<file path="config.mk">
export PLATFORM = sky130hd
export DESIGN_NAME = wrlock_ctrl
export DESIGN_NICKNAME = d
export VERILOG_FILES = /design/src/rtl/wrlock_pkg.sv /design/src/rtl/wrlock_tier_gate.sv /design/src/rtl/wrlock_field_merge.sv /design/src/rtl/wrlock_ctrl.sv
export SDC_FILE = /design/constraint.sdc
export NUM_CORES = 1
export LEC_CHECK = 0
export ABC_AREA = 0
export ABC_CLOCK_PERIOD_IN_PS = 1870
export BUFFER_PORTS_ARGS = -buffer_cell sky130_fd_sc_hd__clkbuf_2
export CORE_UTILIZATION = 40
export CTS_CLUSTER_DIAMETER = 30
export DETAILED_ROUTE_END_ITERATION = 16
export GPL_ROUTABILITY_DRIVEN = 0
export MAX_ROUTING_LAYER = met4
export PLACE_DENSITY = 0.64
export SLEW_MARGIN = 25
export SYNTH_ARGS = -nofsm -noshare
export SYNTH_HDL_FRONTEND = slang
export SYNTH_SLANG_ARGS = --single-unit
</file>
<file path="constraint.sdc">
create_clock -name clk -period 1.87 [get_ports clk]
set_input_delay 0.187 -clock clk [delete_from_list [all_inputs] [get_ports clk]]
set_output_delay 0.187 -clock clk [all_outputs]
set_load 0.01 [all_outputs]
</file>
<file path="src/rtl/wrlock_pkg.sv">
`timescale 1ns/1ps
package wrlock_pkg;
    typedef enum logic [1:0] {
        LOCK_OFF = 2'd0,
        LOCK_L1  = 2'd1,
        LOCK_L2  = 2'd2,
        LOCK_L3  = 2'd3
    } lock_t;

    // word addresses
    localparam int ADR_CFG   = 0;
    localparam int ADR_IDLE  = 1;
    localparam int ADR_POL   = 2;
    localparam int ADR_MODE0 = 3;

    // bit positions inside the configuration word
    localparam int DEAD_W    = 8;
    localparam int LOCK_LSB  = 8;
    localparam int T2_LSB    = 10;  // idle_off, run_off
    localparam int T2_W      = 2;
    localparam int T1_LSB    = 12;  // brk_en, brk_pol, auto_oe
    localparam int T1_W      = 3;
endpackage

</file>
<file path="src/rtl/wrlock_tier_gate.sv">
`timescale 1ns/1ps
module wrlock_tier_gate
    import wrlock_pkg::*;
(
    input  lock_t level,
    output logic  allow_t1,
    output logic  allow_t2,
    output logic  allow_t3
);
    // each level removes one more tier from the writable set
    always_comb begin
        allow_t1 = (level == LOCK_OFF);
        allow_t2 = (level == LOCK_OFF) || (level == LOCK_L1);
        allow_t3 = (level != LOCK_L3);
    end
endmodule

</file>
<file path="src/rtl/wrlock_field_merge.sv">
`timescale 1ns/1ps
module wrlock_field_merge #(
    parameter int W = 8
) (
    input  logic         en,
    input  logic [W-1:0] old_val,
    input  logic [W-1:0] new_val,
    input  logic [W-1:0] mask,
    output logic [W-1:0] merged
);
    always_comb begin
        merged = en ? ((old_val & ~mask) | (new_val & mask)) : old_val;
    end
endmodule

</file>
<file path="src/rtl/wrlock_ctrl.sv">
`timescale 1ns/1ps
module wrlock_ctrl
    import wrlock_pkg::*;
#(
    parameter int CH     = 4,
    parameter int AW     = 3,
    parameter int DW     = 16,
    parameter int MODE_W = 3
) (
    input  logic                 clk,
    input  logic                 rst_n,
    input  logic                 wr_en,
    input  logic [AW-1:0]        wr_addr,
    input  logic [DW-1:0]        wr_data,
    input  logic [DW-1:0]        wr_mask,
    output logic [1:0]           lock_level,
    output logic [7:0]           dead_code,
    output logic                 brk_en,
    output logic                 brk_pol,
    output logic                 auto_oe,
    output logic                 idle_off,
    output logic                 run_off,
    output logic [CH-1:0]        idle_main,
    output logic [CH-1:0]        idle_comp,
    output logic [CH-1:0]        pol_main,
    output logic [CH-1:0]        pol_comp,
    output logic [CH*MODE_W-1:0] oc_mode,
    output logic [CH-1:0]        oc_preload
);
    localparam int CHW  = MODE_W + 1;   // mode plus preload per channel
    localparam int PW   = 2 * CH;       // main plus complementary bits
    localparam int ALLM = CH * CHW;

    typedef struct packed {
        lock_t             lock;
        logic              used;
        logic [DEAD_W-1:0] dead;
        logic [T1_W-1:0]   t1;
        logic [T2_W-1:0]   t2;
        logic [PW-1:0]     idle;
        logic [PW-1:0]     pol;
        logic [ALLM-1:0]   modes;
    } state_t;

    state_t st_d, st_q;

    logic allow_t1, allow_t2, allow_t3;
    logic hit_cfg, hit_idle, hit_pol, lock_wr;
    logic [CH-1:0] hit_mode;

    logic [DEAD_W-1:0] dead_m;
    logic [T1_W-1:0]   t1_m;
    logic [T2_W-1:0]   t2_m;
    logic [1:0]        lock_m;
    logic [PW-1:0]     idle_m, pol_m;
    logic [ALLM-1:0]   modes_m;

    always_comb begin
        hit_cfg  = wr_en && (wr_addr == AW'(ADR_CFG));
        hit_idle = wr_en && (wr_addr == AW'(ADR_IDLE));
        hit_pol  = wr_en && (wr_addr == AW'(ADR_POL));
        lock_wr  = hit_cfg && !st_q.used && (|wr_mask[LOCK_LSB +: 2]);
    end

    wrlock_tier_gate u_gate (
        .level    (st_q.lock),
        .allow_t1 (allow_t1),
        .allow_t2 (allow_t2),
        .allow_t3 (allow_t3)
    );

    wrlock_field_merge #(.W(DEAD_W)) u_dead (
        .en (hit_cfg && allow_t1), .old_val (st_q.dead),
        .new_val (wr_data[DEAD_W-1:0]), .mask (wr_mask[DEAD_W-1:0]), .merged (dead_m)
    );
    wrlock_field_merge #(.W(T1_W)) u_t1 (
        .en (hit_cfg && allow_t1), .old_val (st_q.t1),
        .new_val (wr_data[T1_LSB +: T1_W]), .mask (wr_mask[T1_LSB +: T1_W]), .merged (t1_m)
    );
    wrlock_field_merge #(.W(T2_W)) u_t2 (
        .en (hit_cfg && allow_t2), .old_val (st_q.t2),
        .new_val (wr_data[T2_LSB +: T2_W]), .mask (wr_mask[T2_LSB +: T2_W]), .merged (t2_m)
    );
    wrlock_field_merge #(.W(2)) u_lock (
        .en (lock_wr), .old_val (st_q.lock),
        .new_val (wr_data[LOCK_LSB +: 2]), .mask (wr_mask[LOCK_LSB +: 2]), .merged (lock_m)
    );
    wrlock_field_merge #(.W(PW)) u_idle (
        .en (hit_idle && allow_t1), .old_val (st_q.idle),
        .new_val (wr_data[PW-1:0]), .mask (wr_mask[PW-1:0]), .merged (idle_m)
    );
    wrlock_field_merge #(.W(PW)) u_pol (
        .en (hit_pol && allow_t2), .old_val (st_q.pol),
        .new_val (wr_data[PW-1:0]), .mask (wr_mask[PW-1:0]), .merged (pol_m)
    );

    for (genvar i = 0; i < CH; i++) begin : g_chan
        always_comb hit_mode[i] = wr_en && (wr_addr == AW'(ADR_MODE0 + i));

        wrlock_field_merge #(.W(CHW)) u_mode (
            .en      (hit_mode[i] && allow_t3),
            .old_val (st_q.modes[i*CHW +: CHW]),
            .new_val (wr_data[CHW-1:0]),
            .mask    (wr_mask[CHW-1:0]),
            .merged  (modes_m[i*CHW +: CHW])
        );

        assign oc_mode[i*MODE_W +: MODE_W] = st_q.modes[i*CHW +: MODE_W];
        assign oc_preload[i]               = st_q.modes[i*CHW + MODE_W];
    end

    always_comb begin
        st_d       = st_q;
        st_d.dead  = dead_m;
        st_d.t1    = t1_m;
        st_d.t2    = t2_m;
        st_d.idle  = idle_m;
        st_d.pol   = pol_m;
        st_d.modes = modes_m;
        st_d.lock  = lock_t'(lock_m);
        if (lock_wr) st_d.used = 1'b1;
    end

    always_ff @(posedge clk or negedge rst_n) begin
        if (!rst_n) st_q <= '0;
        else        st_q <= st_d;
    end

    assign lock_level = st_q.lock;
    assign dead_code  = st_q.dead;
    assign idle_off   = st_q.t2[0];
    assign run_off    = st_q.t2[1];
    assign brk_en     = st_q.t1[0];
    assign brk_pol    = st_q.t1[1];
    assign auto_oe    = st_q.t1[2];
    assign idle_main  = st_q.idle[CH-1:0];
    assign idle_comp  = st_q.idle[PW-1:CH];
    assign pol_main   = st_q.pol[CH-1:0];
    assign pol_comp   = st_q.pol[PW-1:CH];
endmodule

</file>
Yosys cells after proc, flatten, opt, wreduce, memory -nomap -nowiden
Cells that the tools add are included.
Widths: inputs -> output; s select.

word-level totals
  bits of input ports = 38
  register bits after elaboration = 48

cells by class
  bitwise logic cells = 30
  eq/ne operators = 8
  reduce and logical (&&, ||, !) cells = 22

operators by type and width
  kind                count
  $and 8x8->8         4
  $or 8x8->8          3
  $and 4x4->4         5
  $logic_and 1x1->1   17
  $or 4x4->4          4
  $eq 3x3->1 const B  3
  $and 2x2->2         4
  $not 8->8           1
  $and 3x3->3         2
  $eq 3x2->1 const B  2
  $not 2->2           2
  $not 4->4           1
  $or 2x2->2          2
  $eq 3x1->1 const B  1
  $logic_not 3->1     1
  $not 3->3           1
  $or 3x3->3          1
  $eq 2x1->1 const B  1
  $logic_not 2->1     1
  $ne 2x2->1 const B  1
  $reduce_or 2->1     1
  $logic_not 1->1     1
  $logic_or 1x1->1    1

Longest topological paths before layout
  word-level depth = 4
  depth in mapped cells = 5
  gate-level depth less buffers = 3

Cells and area by module
From an unflattened synthesis, not the netlist that was laid out.

unflattened totals
  cell total of the unflattened synthesis = 205
  area total of the unflattened synthesis = 2558.7 µm²

by module, submodules not included
  module                                      instances  cells an instance  area each (µm²)
  wrlock_ctrl                                 1          105                1631.6
  wrlock_field_merge at u_dead ...            3          17                 161.4
  wrlock_field_merge at g_chan[0].u_mode ...  4          8                  75.1
  wrlock_field_merge at u_lock ...            2          4                  37.5
  wrlock_field_merge at u_t1                  1          6                  56.3
  wrlock_tier_gate                            1          3                  11.3

Least setup slack after synthesis
No wires, ideal clock.

  kind = reg2reg
  start point = reg with a tool-made name
  end point = reg with a tool-made name
  cell stages (with the launch flop) = 5
  path slack = 0.231 ns
  library setup time = 0.125 ns
  data arrival time = 1.514 ns
  period minus slack after synthesis = 1.639 ns
  path buffers = 1
  path through = dfrtp_1 -> and2_0 -> buf_2 -> nor4b_1 -> mux2_2

==> results.md <==
Run status:
- The flow ran to the end, but the final reports show violations.
- The final reports fail on hold timing.

STA:
- The final clock period utilization by the worst path is about nine tenths.
- The count of endpoints failing setup in the final report is 0.
- On the final layout, the worst clock skew is about 0.0044 ns.
- The transition at the pin with the smallest max-transition slack is between 0.6 and 0.7 ns.
- The highest attainable clock frequency is roughly 590 MHz.
- The number of hold-slack violations in the final timing report was 25.
- Setup repair after global routing left no endpoint under its margin.
- The worst path needs 1.68 ns of the cycle, external delays included.
- The count of final max-slew check failures is 0.
- The final sum of negative setup slack is 0 ns.
- Final hold analysis gives a worst-case slack of -0.0206 ns.
- Measured against its own limit, the worst slew margin works out to approximately three fifths.

Cells and area:
- The post-layout utilization of the core is a little under half.
- The filler cell count is approximately 570.
- The combined flip-flop and latch cell area is 1200 um2.
- The library cells used most frequently in the layout, excluding fill and tap cells, are clkbuf_2 (82), dfrtp_1 (48), mux2_2 (37).
- From synthesis to final layout, the design area changed by 12.6%.
- In the final layout, the multi-input gates occupy between 900 and 1000 um2.
- The number of nets at the end of the flow is roughly 300.
- The number of antenna repair diodes is 0.
- The post-route netlist has between 50% and 60% of its cells at a drive strength greater than 1.
- The most common cell after layout, fill and taps aside is clkbuf_2.

Power and ir drop:
- The fraction of power consumed by combinational cells is a little over a quarter.
- The switching part of the total is roughly 30%.
- The internal portion of total power is ~2.0 mW.
- The share of total power dissipated in sequential elements is 49.7%.
- In this run the static leakage power is approximately 1.3 nW.
- The relative contribution of the clock network to total power is between 20% and 30%.
- The power per unit of standard cell area is approximately 1000 nW/um2.
- The net switching component of the power is about 850 uW.
- The peak ir drop on the vdd network is 0.417 mV.

Setup path:
- The worst setup path is launched from a flop.
- The kind of end point of the critical path is a flop.
- The required time reported for the critical path endpoint is around 2.1 ns.
- The critical path is of the reg2reg type.
- The maximum fanout encountered on the critical timing path is 16.
- The count of cells along the worst register-to-register path is 4.
- At the worst endpoint, the arrival time is between 1.5 and 2 ns.

Logic synthesis:
- The average instance in the mapped netlist occupies 12.1 um2.
- For this run, the leading register cell type out of synthesis is dfrtp_1.
- The synthesis-stage register bit count is between 40 and 50.
- After synthesis, flip-flops and latches occupy 47.8% of the total area.
- The number of unique standard cell types used by synthesis is 22.
- After synthesis, the share of flip-flops with an asynchronous set or reset is 100%.
- The synthesized design contains 0 enable-type register cells.
- Yosys printed 0 warnings.
- The synthesized instance count is 208.
- The synthesized netlist net count is 246.
- The area of the mapped netlist is about 2500 um2.

Die:
- The area of the core region is about 6000 um2.
- The full die area is roughly 6600 um2.
- The starting density of the core is about two fifths.
- From left edge to right edge, the die measures between 80 and 90 um.
- The die is between 80 and 90 um tall.
- The number of ports placed on the die boundary is 85.
- After floorplanning, the core was divided into 28 placement rows.

Drt:
- The detailed router finished its first iteration with 76 violations.
- The routed length per instance is 15.9 um.
- The first TritonRoute pass finished after 5 iterations.
- The remaining routing DRC violations is 0.
- The total detailed-routing wirelength is between 5 and 6 mm.
- Dividing the detail-routed via count by the number of cells gives roughly 5.1.
- The total vias in the final route is 1,705.
- In this run the remaining antenna-violating nets after routing total 0.

GRT:
- The pin count of the biggest net entering global routing is 49.
- The overall overflow remaining after global route is 0.
- The number of global-route vias before repair is 1,622.
- The global-route total usage across every layer is 17.4%.
- The wire length of the first global-routing pass is between 8 and 9 mm.
- The initial antenna violation count is 0.

Place:
- The detailed-placement wirelength estimate is around 3.8 mm.
- Port buffering added 82 buffers.

Clock network:
- In this run the post-CTS setup repair buffer count came out at 0.
- The clock tree from TritonCTS is done.
- The count of cells resized by post-cts repair is 0.
- The hold buffer count at CTS is 0.
- Counting every sink on the clock net gives 48.
- The clock latency reported for the late side of the worst-skew pair is 0.30 ns.
- Clock tree synthesis selected as its root buffer the cell clkbuf_8.
- The clock transition at the registers of the reported paths is 0.08 ns.
- The deepest clock path buffer count is 2.
- The H-tree was split into 2 levels.
- The CTS buffer count is 5.

Hold path:
- The min-delay analysis places its worst path in the category in2async.

Run:
- The number of max-capacitance violations reported is 0.
-- area by class of cell --
class,count,share of cell area [%]
clock buffers,7,3.41
well taps,75,3.32
multi-input cells,110,33.6
flip-flops and latches,48,42.5
repair buffers,92,17.2
-- cell usage after synthesis, types with 2 or more instances --
master	count	share of area, %
nand3b_1	4	1.2
nor4b_1	4	1.4
nor4bb_1	8	3.2
buf_2	5	1.0
nand3_1	31	6.2
mux2_1	10	4.5
mux2_2	37	17
nand2b_1	2	0.50
nor2b_1	2	0.50
buf_4	42	13
dfrtp_1	48	48
nor3_1	4	0.80
clkbuf_1	2	0.30
-- routing by layer --
metal	up-vias	share of wire [%]	GRT usage (%)
met5	-	0	-
met4	0	0.72	5.36
met3	4	5.6	4.38
met2	57	48	26.5
met1	846	46	22.6
li1	798	-	-
-- cells by family after synthesis --
family          after synthesis  synth area share [%]
simple gates                 62                  16.6
buf+inv                      50                  14.3
flops                        48                  47.8
mux                          47                  21.1
compound gates                1                 0.199
-- through the flow --
stage	std cells	power [mW]	setup WS, ns	cell area, um2	hold slack (ns)
CTS	332	2.89	0.171	2830	0.00234
finish	332	2.84	0.186	2830	-0.0206
global placement	325	2.19	0.222	2730	0.329
floorplan	208	2.10	0.231	2510	-0.109
global route	332	3.01	0.104	2830	0.0438
detailed placement	325	2.21	0.187	2730	0.333
-- power groups by stage --
stage / sequential, mW / combinational (mW) / clock [mW]
5_1_grt: 1.44 / 0.841 / 0.727
3_5_place_dp: 1.43 / 0.780 / 0
3_3_place_gp: 1.42 / 0.768 / 0
4_1_cts: 1.41 / 0.783 / 0.694
6_report: 1.41 / 0.767 / 0.661
2_1_floorplan: 1.41 / 0.695 / 0
-- worst paths after layout --
check,start,endpoint,slack (ns)
setup / recovery,flop,flop,0.19
hold reg to reg,st_q[45],st_q[45],0.49
hold / removal,rst_n,asynchronous set/reset pin,-0.02
min in group clk,wr_data[14],flop,0.10
setup reg to reg,flop,flop,0.19
max in group asynchronous,rst_n,asynchronous set/reset pin,1.46
-- worst max-delay path: stages, from the launching register on --
cell	delay, ns
dfrtp_1	0.47
and2_0	0.17
buf_4	0.19
nor4bb_1	0.37
mux2_2	0.38
(Power assumes the default switching activity.)
